<file path="config.mk">
export PLATFORM = sky130hd
export DESIGN_NAME = phase_gate_guard
export DESIGN_NICKNAME = d
export VERILOG_FILES = /design/src/rtl/pgg_pkg.sv /design/src/rtl/pgg_sync.sv /design/src/rtl/pgg_hold_timer.sv /design/src/rtl/pgg_leg.sv /design/src/rtl/phase_gate_guard.sv
export SDC_FILE = /design/constraint.sdc
export NUM_CORES = 1
export LEC_CHECK = 0
export BUFFER_PORTS_ARGS = -buffer_cell sky130_fd_sc_hd__buf_2
export CAP_MARGIN = 0
export CORE_MARGIN = 3
export CORE_UTILIZATION = 50
export DETAILED_ROUTE_END_ITERATION = 8
export PLACE_DENSITY = 0.74
export RECOVER_POWER = 50
export SLEW_MARGIN = 0
export SYNTH_ARGS = -nofsm -noshare
export SYNTH_HDL_FRONTEND = slang
export SYNTH_SLANG_ARGS = --single-unit
</file>
<file path="constraint.sdc">
create_clock -name clk -period 4.29 [get_ports clk]
set_input_delay 1.287 -clock clk [delete_from_list [all_inputs] [get_ports clk]]
set_output_delay 1.287 -clock clk [all_outputs]
set_load 0.01 [all_outputs]
</file>
<file path="src/rtl/pgg_pkg.sv">
package pgg_pkg;

    // Registered state of one half-bridge leg
    typedef struct packed {
        logic hi_gate;
        logic lo_gate;
        logic hs_lock;   // high-side lockout after supply undervoltage
    } leg_state_t;

endpackage

</file>
<file path="src/rtl/pgg_sync.sv">
module pgg_sync #(
    parameter int               WIDTH   = 1,
    parameter logic [WIDTH-1:0] RST_VAL = '0
) (
    input  logic             clk,
    input  logic             rst_n,
    input  logic [WIDTH-1:0] async_i,
    output logic [WIDTH-1:0] sync_o
);

    logic [WIDTH-1:0] meta_q;
    logic [WIDTH-1:0] stab_q;

    always_ff @(posedge clk or negedge rst_n) begin
        if (!rst_n) begin
            meta_q <= RST_VAL;
            stab_q <= RST_VAL;
        end else begin
            meta_q <= async_i;
            stab_q <= meta_q;
        end
    end

    assign sync_o = stab_q;

endmodule

</file>
<file path="src/rtl/pgg_hold_timer.sv">
module pgg_hold_timer #(
    parameter int HOLD_CYCLES = 2250000
) (
    input  logic clk,
    input  logic rst_n,
    input  logic oc_s,
    output logic active_o
);

    localparam int CW = $clog2(HOLD_CYCLES + 1);
    localparam logic [CW-1:0] LOAD_VAL = CW'(HOLD_CYCLES - 1);

    typedef struct packed {
        logic          active;
        logic [CW-1:0] cnt;
    } hold_t;

    hold_t st_d, st_q;

    always_comb begin
        st_d = st_q;
        if (oc_s) begin
            st_d.active = 1'b1;
            st_d.cnt    = LOAD_VAL;
        end else if (st_q.active) begin
            if (st_q.cnt == '0) begin
                st_d.active = 1'b0;
            end else begin
                st_d.cnt = st_q.cnt - 1'b1;
            end
        end
    end

    always_ff @(posedge clk or negedge rst_n) begin
        if (!rst_n) begin
            st_q <= '0;
        end else begin
            st_q <= st_d;
        end
    end

    assign active_o = st_q.active;

endmodule

</file>
<file path="src/rtl/pgg_leg.sv">
module pgg_leg
    import pgg_pkg::*;
(
    input  logic clk,
    input  logic rst_n,
    input  logic hi_s,
    input  logic lo_s,
    input  logic hs_uv_s,
    input  logic kill_all,
    output logic hi_gate_o,
    output logic lo_gate_o
);

    leg_state_t st_d, st_q;

    always_comb begin
        st_d = st_q;
        // lockout sets on undervoltage, clears only once request seen low
        if (hs_uv_s) begin
            st_d.hs_lock = 1'b1;
        end else if (!hi_s) begin
            st_d.hs_lock = 1'b0;
        end
        st_d.hi_gate = hi_s & ~lo_s & ~kill_all & ~hs_uv_s & ~st_q.hs_lock;
        st_d.lo_gate = lo_s & ~hi_s & ~kill_all;
    end

    always_ff @(posedge clk or negedge rst_n) begin
        if (!rst_n) begin
            st_q <= '{hi_gate: 1'b0, lo_gate: 1'b0, hs_lock: 1'b1};
        end else begin
            st_q <= st_d;
        end
    end

    assign hi_gate_o = st_q.hi_gate;
    assign lo_gate_o = st_q.lo_gate;

endmodule

</file>
<file path="src/rtl/phase_gate_guard.sv">
module phase_gate_guard #(
    parameter int N_PHASE     = 3,
    parameter int HOLD_CYCLES = 2250000
) (
    input  logic               clk,
    input  logic               rst_n,
    input  logic [N_PHASE-1:0] hi_pwm_i,
    input  logic [N_PHASE-1:0] lo_pwm_i,
    input  logic               oc_flag_i,
    input  logic               vmain_uv_i,
    input  logic [N_PHASE-1:0] hs_uv_i,
    output logic [N_PHASE-1:0] hi_gate_o,
    output logic [N_PHASE-1:0] lo_gate_o,
    output logic               fault_n_o
);

    logic [N_PHASE-1:0] hi_s;
    logic [N_PHASE-1:0] lo_s;
    logic [N_PHASE-1:0] hs_uv_s;
    logic               oc_s;
    logic               vmain_uv_s;
    logic               hold_active;
    logic               kill_all;

    // high-side requests read as high during reset: an input held high
    // through reset must still go low once before its gate can open
    pgg_sync #(.WIDTH(N_PHASE), .RST_VAL({N_PHASE{1'b1}})) u_sync_hi (
        .clk(clk), .rst_n(rst_n), .async_i(hi_pwm_i), .sync_o(hi_s)
    );

    pgg_sync #(.WIDTH(N_PHASE), .RST_VAL('0)) u_sync_lo (
        .clk(clk), .rst_n(rst_n), .async_i(lo_pwm_i), .sync_o(lo_s)
    );

    pgg_sync #(.WIDTH(N_PHASE), .RST_VAL('0)) u_sync_hsuv (
        .clk(clk), .rst_n(rst_n), .async_i(hs_uv_i), .sync_o(hs_uv_s)
    );

    pgg_sync #(.WIDTH(2), .RST_VAL(2'b00)) u_sync_sup (
        .clk(clk), .rst_n(rst_n),
        .async_i({oc_flag_i, vmain_uv_i}),
        .sync_o({oc_s, vmain_uv_s})
    );

    pgg_hold_timer #(.HOLD_CYCLES(HOLD_CYCLES)) u_hold (
        .clk(clk), .rst_n(rst_n), .oc_s(oc_s), .active_o(hold_active)
    );

    assign kill_all  = oc_s | hold_active | vmain_uv_s;
    assign fault_n_o = ~hold_active;

    for (genvar p = 0; p < N_PHASE; p++) begin : g_leg
        pgg_leg u_leg (
            .clk      (clk),
            .rst_n    (rst_n),
            .hi_s     (hi_s[p]),
            .lo_s     (lo_s[p]),
            .hs_uv_s  (hs_uv_s[p]),
            .kill_all (kill_all),
            .hi_gate_o(hi_gate_o[p]),
            .lo_gate_o(lo_gate_o[p])
        );
    end

endmodule

</file>
# [After elaboration in Yosys (flattened, before gate mapping)]
# Index checks and enable logic that the tools add are counted.
# W data, S select, Z words.
[classes] n_eq_ne=4 n_reduce_logical=3 add_sub_neg=1 mux=10 n_bitwise=34
[op_table] operator="$mux W23" n=2
[op_table] operator="$logic_not A22 Y1" n=1
[op_table] operator="$mux W22" n=1
[op_table] operator="$sub A22 B1 Y22 const B" n=1
[op_table] operator="$and A1 B1 Y1" n=18
[op_table] operator="$not A1 Y1" n=14
[op_table] operator="$mux W1" n=7
[op_table] operator="$ne A2 B1 Y1 const B" n=3
[op_table] operator="$ne A2 B2 Y1 const B" n=1
[op_table] operator="$or A1 B1 Y1" n=2
[op_table] operator="$reduce_and A2 Y1" n=1
[op_table] operator="$reduce_bool A2 Y1" n=1
[totals] out_inout_bits=7 reg_bits=54 input_bits=13

# [Depth between registers and ports, before layout]
# Gate-level depths: netlist of run 1.
[depth] depth_word=6 depth_mapped=7

# [Cells and area by module]
# From an unflattened synthesis of run 1, not the netlist that was laid out.
[hier_totals] cells_unflattened=174 area_unflattened_um2=2153.3
[modules_own_cells] module="pgg_hold_timer" instances=1 area_each_um2=1251.2 cells_each=129
[modules_own_cells] module="pgg_leg" instances=3 area_each_um2=111.4 cells_each=7
[modules_own_cells] module="pgg_sync at u_sync_hsuv ..." instances=2 area_each_um2=150.1 cells_each=6
[modules_own_cells] module="pgg_sync at u_sync_hi" instances=1 area_each_um2=157.7 cells_each=6
[modules_own_cells] module="pgg_sync at u_sync_sup" instances=1 area_each_um2=100.1 cells_each=4
[modules_own_cells] module="phase_gate_guard" instances=1 area_each_um2=10.0 cells_each=2

# [Worst setup path before layout of run 1]
# OpenSTA, ideal clock, no wires.
[synth_timing] path_kind="flip-flop to flip-flop" from="register u_hold.st_q[0] in the netlist's numbering" to="register u_hold.st_q[7] in the netlist's numbering" synth_period_minus_slack_ns=1.842 stages_incl_launch_ff=8 required_ns=4.162 n_path_buf=1 setup_ns=0.128 setup_slack_ns=2.448 arrival_time_ns=1.715 path_cell_list="dfrtp_1 -> inv_1 -> ha_1 -> nor3b_1 -> and3_2 -> buf_6 -> a211oi_1 -> mux2_1"
[synth_via] elab_chain_cells=4 word_cells_on_any_way=7 cone_classes="add/sub (1); eq/ne (1); mux (3); reduce/logical (2)"
[synth_lines] element="from (decl)" line_no="pgg_hold_timer.sv:18" source="hold_t st_d, st_q;"
[synth_lines] element="from (signal assigned)" line_no="pgg_hold_timer.sv:38" source="st_q <= st_d;"
[synth_lines] element="$sub A22 B1 Y22" line_no="pgg_hold_timer.sv:29" source="st_d.cnt = st_q.cnt - 1'b1;"
[synth_lines] element="$mux W22" line_no="pgg_hold_timer.sv:26" source="if (st_q.cnt == '0) begin"
[synth_lines] element="$mux W23" line_no="pgg_hold_timer.sv:25" source="end else if (st_q.active) begin"
[synth_lines] element="$mux W23" line_no="pgg_hold_timer.sv:22" source="if (oc_s) begin"
# Several ways; a longest one is shown, not always the timed one. The select of a mux whose other input is x is not followed.
# A chain may end at the register's enable or synchronous reset.

# [Final worst setup path of run 1]
[layout_timing] from="register u_hold.st_q, in the netlist u_hold.active_o" to="output port fault_n_o"
[layout_via] elab_chain_cells=1
[layout_lines] element="$not A1 Y1" line_no="phase_gate_guard.sv:50" source="assign fault_n_o = ~hold_active;"
[layout_lines] element="to (decl)" line_no="phase_gate_guard.sv:14" source="output logic fault_n_o"
# No other way between the ends.

==> results of run 1 <==
worst max-delay path by stage:
stage,depth (start not counted),from,endpoint
final,2,u_hold.active_o,fault_n_o
after floorplan,7,u_hold.st_q[0],u_hold.st_q[7]
after global routing,2,u_hold.active_o,fault_n_o
after detailed placement,2,rst_n,u_sync_hi.meta_q[0]
after global placement,2,rst_n,u_sync_hi.meta_q[0]
after CTS,2,u_hold.active_o,fault_n_o
area by class of cell:
cell class | instances | share of cell area [%]
inverters | 4 | 0.5955
flip-flops and latches | 54 | 54.04
clock buffers | 5 | 2.730
multi-input cells | 122 | 34.79
repair buffers | 21 | 4.218
well taps | 52 | 2.581
clock inverters | 3 | 1.042
registers in the layout (all words and copies together), names as in the netlist:
| register | count |
|---|---|
| u_hold.st_q | 22 |
| u_sync_lo.sync_o | 3 |
| u_hold.active_o | 1 |
| u_sync_lo.meta_q | 3 |
| u_sync_hi.meta_q | 3 |
| u_sync_sup.sync_o | 2 |
| u_sync_hi.sync_o | 3 |
| g_leg.u_leg.lo_gate_o | 3 |
| u_sync_hsuv.sync_o | 3 |
| u_sync_sup.meta_q | 2 |
| g_leg.u_leg.st_q | 3 |
| u_sync_hsuv.meta_q | 3 |
| g_leg.u_leg.hi_gate_o | 3 |
power breakdown:
part           switching, mW  leakage (nW)  internal (mW)
registers            0.00806         0.631          0.527
logic                 0.0221         0.352         0.0133
clock network          0.171        0.0483          0.118
layer usage:
metal  global-route usage, %  routed length [um]  up-vias
met1                   21.05                1742      711
met4                   7.115                  65        0
li1                        -                   -      717
met5                       0                   0        -
met2                   24.00                1761       32
met3                   5.405                 185        4
kinds of logic (layout without fill, tap and decap cells):
logic type / count (synthesis) / after routing / synth area share [%]
buf+inv: 17 / 33 / 4.329
fa+ha+maj: 1 / 1 / 0.5344
flops: 54 / 54 / 58.20
xor+xnor: 1 / 1 / 0.3742
simple gates: 75 / 75 / 21.27
compound gates: 33 / 33 / 9.888
mux: 12 / 12 / 5.398
stage by stage:
step	cells	setup WS [ns]	area (um^2)	hold WS [ns]
2_1_floorplan	193	2.448	2341	0.3312
3_3_place_gp	253	2.001	2430	0.3317
3_5_place_dp	253	1.991	2430	0.3355
4_1_cts	261	2.012	2525	0.3588
5_1_grt	261	1.966	2521	0.3677
6_report	261	2.037	2521	0.3565
cells in the final DEF (no fill, tap or decap), drive strengths merged, types with 6 or more instances in the layout:
cell type  Yosys  layout
dfrtp         45      45
buf            8      20
nor2          15      15
a21oi         12      12
nor2b         11      11
dfstp          9       9
mux2i          7       7
nor4           7       7
nand2          7       7
clkbuf         5       6
==> flow_metrics.py, run 1 <==
metrics = {
    "timing": {
        "fin_crit_sh_pct": 52.52,
        "setup_viol": 0,
        "timing.fmax_mhz": 443.9,
        "tightest_slew_ns": 1.393,
        "max-slew-margin-rel_pct": 7.139,
        "report.final.slew_viol_count": 0,
        "finalSetupTns_ns": 0,
        "skew_ns": 0.007353,
        "rsz0062_at_grt": "false",
        "fin_crit_ns": 2.253,
        "hold_viol_final": 0,
    },
    "critical_path": {
        "rrSetupSlack_ns": 2.17,
        "ff2ff_path_depth": 6,
        "slowest_stage": "dfrtp_1",
        "critPathBufInv": 2,
        "r2r_end": "u_hold.st_q[7]",
        "crit-reg2reg-launch": "u_hold.st_q[0]",
        "path_class": "reg2out",
        "max_stage_delay_ns": 0.42,
        "cp_top_family": "flip-flops",
        "crit_arrival_ns": 0.97,
        "worst-path-max-fanout": 5,
        "cp.required_ns": 3.00,
        "crit_path_end_kind": "output port",
        "crit_chain": "inv_1 > buf_2",
        "critPathLaunchType": "flip-flop",
    },
    "placed_design": {
        "place_congestion": 0.7956,
        "dpl.hpwl_mm": 2.558,
        "io_buffers": 19,
    },
    "synthesis": {
        "yosys_register_bits": 54,
        "postSynth.asyncResetShare_pct": 100.0,
        "synth.distinct_cells": 44,
        "yosysTopAreaCellShare_pct": 48.10,
        "avgSynthCellArea_um2": 12.13,
        "yosysTopAreaCell": "dfrtp_1",
        "synth_edf_count": 0,
        "yosys_warnings": 0,
        "netlist_area_mm2": 0.002341,
        "synth_nets": 207,
        "yosysMostFrequentCell": "dfrtp_1",
        "syn_inst": 193,
        "ys_top_cells_by_count": "dfrtp_1, nor2_1, a21oi_1",
        "synthTopCellsByArea": "dfrtp_1, dfstp_2, mux2i_1",
        "seq_area_frac_synth_pct": 58.20,
        "yosys_most_used_dff": "dfrtp_1",
    },
    "cells_and_area": {
        "seq_area_mm2": 0.001363,
        "diodes": 0,
        "multiInputGateArea_um2": 877.1,
        "nets": 222,
        "fin_util_pct": 56.73,
        "fillers": 391,
        "drive_gt1_share_pct": 22.01,
        "areaGrowthSynthToFinish_pct": 7.697,
    },
    "routing": {
        "drtIter0Drc": 117,
        "drt_wl_total_mm": 3.755,
        "drc": 0,
        "dr.pass1.iters": 4,
        "wl_per_cell_um": 14.39,
        "drtAntennaViolNets": 0,
        "viasPerCell": 5.609,
        "via_count": 1464,
    },
    "clock_network": {
        "insertion_delay_ns": 0.31,
        "path_clk_slew_ns": 0.10,
        "tritoncts": "built",
        "htree_levels": 2,
        "cts.sink_count": 54,
        "post_cts_buffers": 0,
        "cts_resized": 0,
        "cts.path.max_buffers": 2,
        "cts-root-buf": "clkbuf_8",
        "cts_hold_buf": 0,
        "cts_made_buffers": 5,
    },
    "floorplanning": {
        "start_util_pct": 52.67,
        "die_w_um": 74.43,
        "dieArea_mm2": 0.005539,
        "rows": 24,
        "ios": 20,
        "die_y_um": 74.43,
        "core_mm2": 0.004444,
    },
    "hold_path": {
        "whs_endpoint": "u_sync_hsuv.sync_o[0]",
        "hold_start": "u_sync_hsuv.meta_q[0]",
        "worstHoldPathCells": 0,
        "worstHoldPathType": "reg2reg",
    },
    "run": {
        "maxCapViolations": 0,
    },
    "run_status": {
        "status": "complete, no violations",
    },
    "grt": {
        "grt_use_total_pct": 15.97,
        "grt_max_degree": 45,
        "grt_pass1_wl_mm": 6.458,
        "grt_pass1_vias": 1372,
        "gr-total-overflow": 0,
        "antenna_found_initial": 0,
    },
    "pwr": {
        "cellPowerDensity_mw_per_mm2": 340.7,
        "report.power.total_uw": 858.9,
        "vdd_ir_drop_max_mv": 0.3008,
        "power_leakage_nw": 1.032,
    },
}
(Power assumes the default switching activity.)
==> run 2, diff against run 1 <==
==> constraint.sdc (replaced) <==
create_clock -name clk -period 2.1 [get_ports clk]
set_input_delay 0.63 -clock clk [delete_from_list [all_inputs] [get_ports clk]]
set_output_delay 0.63 -clock clk [all_outputs]
set_load 0.01 [all_outputs]
==> flow_metrics.py, run 2 (same netlist as run 1, synthesis figures left out) <==
metrics = {
    "run_status": {
        "status": "complete, no violations",
    },
    "routing": {
        "wl_per_cell_um": 14.75,
        "drtIter0Drc": 139,
        "drc": 0,
        "via_count": 1524,
        "drtAntennaViolNets": 0,
        "viasPerCell": 5.751,
        "drt_wl_total_mm": 3.908,
        "dr.pass1.iters": 4,
    },
    "grt": {
        "grt_pass1_wl_mm": 6.686,
        "gr-total-overflow": 0,
        "grt_pass1_vias": 1432,
        "grt_use_total_pct": 15.89,
        "antenna_found_initial": 0,
        "grt_max_degree": 55,
    },
    "floorplanning": {
        "die_y_um": 74.43,
        "ios": 20,
        "rows": 24,
        "core_mm2": 0.004444,
        "dieArea_mm2": 0.005539,
        "die_w_um": 74.43,
        "start_util_pct": 52.67,
    },
    "timing": {
        "report.final.slew_viol_count": 0,
        "setup_viol": 0,
        "finalSetupTns_ns": 0,
        "whs_ns": 0.3536,
        "fin_crit_sh_pct": 95.06,
        "max-slew-margin-rel_pct": 15.49,
        "fin_ws_ns": 0.1037,
        "skew_ns": 0.004862,
        "hold_viol_final": 0,
        "fin_crit_ns": 1.996,
        "timing.fmax_mhz": 500.9,
        "tightest_slew_ns": 1.268,
    },
    "clock_network": {
        "tritoncts": "built",
        "cts.path.max_buffers": 2,
        "htree_levels": 2,
        "cts-root-buf": "clkbuf_8",
        "post_cts_buffers": 0,
        "cts_hold_buf": 0,
        "cts.sink_count": 54,
        "path_clk_slew_ns": 0.09,
        "insertion_delay_ns": 0.30,
        "cts_made_buffers": 5,
    },
    "pwr": {
        "vdd_ir_drop_max_mv": 0.5619,
        "report.power.total_mw": 1.849,
        "power_leakage_nw": 1.064,
        "cellPowerDensity_mw_per_mm2": 713.9,
    },
    "cells_and_area": {
        "largest_register": "u_hold.st_q",
        "layout_common_cells": "dfrtp_1, buf_2, nor2_1, a21oi_1, nor2b_1",
        "largest_reg_flops": 22,
        "instances_no_fill": 265,
        "nets": 226,
        "diodes": 0,
        "drive_gt1_share_pct": 25.35,
        "layout_commonest_cell": "dfrtp_1",
        "fillers": 348,
        "areaGrowthSynthToFinish_pct": 10.64,
    },
    "critical_path": {
        "path_class": "reg2reg",
        "r2r_end": "u_hold.st_q[11]",
        "endpoint": "u_hold.st_q[11]",
        "crit_chain": "inv_1 > ha_1 > nor3b_2 > and3_4 > a2111oi_4 > mux2_1",
        "critPathBufInv": 1,
        "crit_path_end_kind": "flip-flop",
        "cp_top_family": "simple AND/OR/NAND/NOR gates",
        "critPathLaunchType": "flip-flop",
        "worst-path-max-fanout": 13,
        "max_stage_delay_ns": 0.40,
        "rrSetupSlack_ns": 0.10,
        "ff2ff_path_depth": 6,
        "crit_arrival_ns": 2.19,
        "cp_num_cells": 6,
        "cp-startpoint": "u_hold.st_q[0]",
        "slowest_stage": "dfrtp_1",
        "cp.required_ns": 2.29,
        "crit-reg2reg-launch": "u_hold.st_q[0]",
    },
    "placed_design": {
        "place_congestion": 0.7830,
        "io_buffers": 19,
        "dp_slack_ns": 0.05850,
        "dpl.hpwl_mm": 2.580,
        "dp.cells": 257,
    },
    "run": {
        "maxCapViolations": 0,
    },
    "hold_path": {
        "worstHoldPathType": "reg2reg",
    },
}
==> run 2: cell types whose count changed in the layout (fill, tap and decap cells not counted), moves of 2 or more <==
cell	change
buf_4	+4
dfstp_2	+3
dfstp_1	-3
clkinv_4	-2
==> run 2: timing repair <==
action / in CTS / in global routing
gates resized for setup: 0 / 3
endpoints found under the hold margin: 0 / 0
endpoints found under the setup margin: 0 / 7
==> run 2: stage by stage <==
step | cell area [um^2] | utilization, %
floorplan | 2341 | -
global placement | 2472 | 55.63
detailed placement | 2472 | 55.63
CTS | 2584 | 58.14
global route | 2590 | 58.28
finish | 2590 | 58.28
==> run 2: per-layer routing <==
| metal | vias up | wire [um] | part of all wire, % | GRT usage (%) |
|---|---|---|---|---|
| met5 | - | 0 | 0 | 0 |
| met4 | 0 | 53 | 1.4 | 5.929 |
| met3 | 8 | 131 | 3.4 | 4.595 |
| met2 | 25 | 1920 | 49 | 25.07 |
| met1 | 766 | 1803 | 46 | 20.94 |
| li1 | 725 | - | - | - |
==> run 2: where the power goes <==
part	internal, mW	switching (mW)
Sequential	1.08	0.0167
Combinational	0.0279	0.0468
Clock	0.358	0.323
Total	1.46	0.386
==> run 2: layout make-up <==
| cell class | instances | area, um^2 | share of cell area, % |
|---|---|---|---|
| repair buffers | 25 | 137.6 | 5.314 |
| well taps | 52 | 65.06 | 2.512 |
| flip-flops and latches | 54 | 1363 | 52.61 |
| clock inverters | 2 | 38.79 | 1.498 |
| inverters | 4 | 15.01 | 0.5797 |
| multi-input cells | 122 | 898.4 | 34.69 |
| clock buffers | 6 | 72.57 | 2.802 |
==> run 2: how the worst min path moves through the flow <==
stage,startpoint,cells after the start,end
global placement,u_sync_lo.meta_q[0],0,u_sync_lo.sync_o[0]
floorplan,rst_n,0,g_leg[0].u_leg.hi_gate_o
finish,u_sync_lo.meta_q[2],0,u_sync_lo.sync_o[2]
CTS,rst_n,2,g_leg[1].u_leg.lo_gate_o
detailed placement,u_sync_lo.meta_q[2],0,u_sync_lo.sync_o[2]
global route,u_sync_hi.meta_q[0],0,u_sync_hi.sync_o[0]
==> run 3, diff against run 2 <==
--- a/config.mk
+++ b/config.mk
@@ -5,12 +5,12 @@
 export SDC_FILE = /design/constraint.sdc
 export NUM_CORES = 1
 export LEC_CHECK = 0
-export BUFFER_PORTS_ARGS = -buffer_cell sky130_fd_sc_hd__buf_2
+export BUFFER_PORTS_ARGS = -buffer_cell sky130_fd_sc_hd__clkbuf_2
 export CAP_MARGIN = 0
 export CORE_MARGIN = 3
 export CORE_UTILIZATION = 50
 export DETAILED_ROUTE_END_ITERATION = 8
-export PLACE_DENSITY = 0.74
+export PLACE_DENSITY = 0.76
 export RECOVER_POWER = 50
 export SLEW_MARGIN = 0
 export SYNTH_ARGS = -nofsm -noshare
==> constraint.sdc (replaced) <==
create_clock -name clk -period 1.8 [get_ports clk]
set_input_delay 0.54 -clock clk [delete_from_list [all_inputs] [get_ports clk]]
set_output_delay 0.54 -clock clk [all_outputs]
set_load 0.01 [all_outputs]
==> flow_metrics.py, run 3 (same netlist as run 1, synthesis figures left out) <==
metrics = {
    "timing": {
        "tightest_slew_ns": 1.064,
        "fin_crit_ns": 1.796,
        "hold_viol_final": 0,
        "setup_viol": 0,
        "skew_ns": 0.005091,
        "timing.fmax_mhz": 556.9,
        "whs_ns": 0.3097,
        "fin_crit_sh_pct": 99.76,
        "report.final.slew_viol_count": 0,
        "fin_ws_ns": 0.004405,
        "rsz0062_at_grt": "true",
        "max-slew-margin-rel_pct": 29.09,
    },
    "clock_network": {
        "cts.path.max_buffers": 2,
        "cts-root-buf": "clkbuf_8",
        "path_clk_slew_ns": 0.10,
        "tritoncts": "built",
        "insertion_delay_ns": 0.30,
        "cts_hold_buf": 0,
        "cts.sink_count": 54,
        "cts_made_buffers": 5,
        "htree_levels": 2,
    },
    "grt": {
        "grt_use_total_pct": 17.16,
        "grt_pass1_wl_mm": 7.272,
        "antenna_found_initial": 0,
        "grt_pass1_vias": 1611,
        "gr-total-overflow": 0,
        "grt_max_degree": 36,
    },
    "hold_path": {
        "hold_start": "hi_pwm_i[2]",
        "worstHoldPathCells": 1,
        "whs_endpoint": "u_sync_hi.meta_q[2]",
        "worstHoldPathType": "in2reg",
    },
    "critical_path": {
        "path_class": "reg2reg",
        "crit_path_end_kind": "flip-flop",
        "ff2ff_path_depth": 4,
        "crit_chain": "or3_4 > or2_4 > a2111oi_4 > mux2_4",
        "rrSetupSlack_ns": 0.004,
        "cp.required_ns": 2.00,
        "worst-path-max-fanout": 4,
        "critPathLaunchType": "flip-flop",
        "r2r_end": "u_hold.st_q[11]",
        "crit_arrival_ns": 1.99,
        "cp_num_cells": 4,
        "slowest_stage": "dfrtp_1",
        "max_stage_delay_ns": 0.44,
        "crit-reg2reg-launch": "u_hold.st_q[8]",
        "critPathBufInv": 0,
        "cp_top_family": "simple AND/OR/NAND/NOR gates",
    },
    "placed_design": {
        "dp_slack_ns": -0.03536,
        "place_congestion": 0.7869,
        "dpl.hpwl_mm": 2.859,
        "io_buffers": 19,
    },
    "cells_and_area": {
        "fillers": 334,
        "layout_commonest_cell": "dfrtp_1",
        "layout_common_cells": "dfrtp_1, buf_4, clkbuf_2, nor2_1, nor2b_1",
        "drive_gt1_share_pct": 41.18,
        "fin_util_pct": 64.98,
        "nets": 251,
        "areaGrowthSynthToFinish_pct": 23.36,
        "largest_reg_flops": 22,
        "diodes": 0,
        "largest_register": "u_hold.st_q",
    },
    "routing": {
        "wl_per_cell_um": 15.51,
        "via_count": 1657,
        "dr.pass1.iters": 4,
        "drtIter0Drc": 116,
        "drc": 0,
        "viasPerCell": 5.714,
        "drtAntennaViolNets": 0,
        "drt_wl_total_mm": 4.497,
    },
    "run_status": {
        "status": "complete, no violations",
    },
    "floorplanning": {
        "die_w_um": 74.43,
        "ios": 20,
        "die_y_um": 74.43,
        "dieArea_mm2": 0.005539,
        "start_util_pct": 52.67,
        "rows": 24,
        "core_mm2": 0.004444,
    },
    "pwr": {
        "power_leakage_nw": 1.205,
        "vdd_ir_drop_max_mv": 0.4471,
        "cellPowerDensity_mw_per_mm2": 725.6,
        "report.power.total_mw": 2.095,
    },
    "run": {
        "maxCapViolations": 0,
    },
}
-- run 3: cell count changes in the layout (fill, tap and decap cells not counted), moves of 3 or more --
cell	before	now
clkbuf_2	1	19
a21oi_2	0	4
a21oi_1	12	8
buf_4	5	27
or4_1	5	2
or4_4	0	3
buf_2	19	0
-- run 3: metrics by stage --
step	setup TNS, ns	cell area (um^2)	instances
2_1_floorplan	0	2367	193
3_3_place_gp	-0.01115	2631	273
3_5_place_dp	-0.1422	2631	273
4_1_cts	-0.01504	2766	282
5_1_grt	-0.2415	2888	290
6_report	0	2888	290
-- run 3: where the power goes --
group,internal [mW],switching [mW]
clock network,0.317,0.393
registers,1.26,0.0162
logic,0.0473,0.0658
total,1.62,0.475
-- run 3: final cells by class --
type,instances,area (um^2),area share (%)
Clock buffer,6,82.58,2.860
Timing Repair Buffer,49,332.8,11.53
Inverter,4,15.01,0.5199
Clock inverter,2,16.27,0.5633
Multi-Input combinational cell,123,1012,35.05
Sequential cell,54,1364,47.23
Tap cell,52,65.06,2.253
-- run 3: how the worst max path moves through the flow --
stage	from	end
after floorplan	u_hold.st_q[7]	u_hold.st_q[11]
after global placement	u_hold.st_q[7]	u_hold.st_q[11]
after detailed placement	u_hold.st_q[7]	u_hold.st_q[11]
after CTS	u_hold.st_q[5]	u_hold.st_q[20]
after global routing	u_hold.st_q[9]	u_hold.st_q[19]
final	u_hold.st_q[8]	u_hold.st_q[11]
-- run 3: routing by layer --
metal,part of all wire [%],GRT usage (%),vias to the layer above
li1,-,-,782
met1,42,20.97,833
met2,53,29.56,32
met3,2.8,4.459,10
met4,2.1,5.731,0
met5,0,0,-
-- run 3: repair_timing --
action | CTS | global route
setup buffers | 1 | 7
resized for setup | 5 | 21
endpoints found under the setup margin | 7 | 19
cloned | 0 | 1
pin swaps | 1 | 11
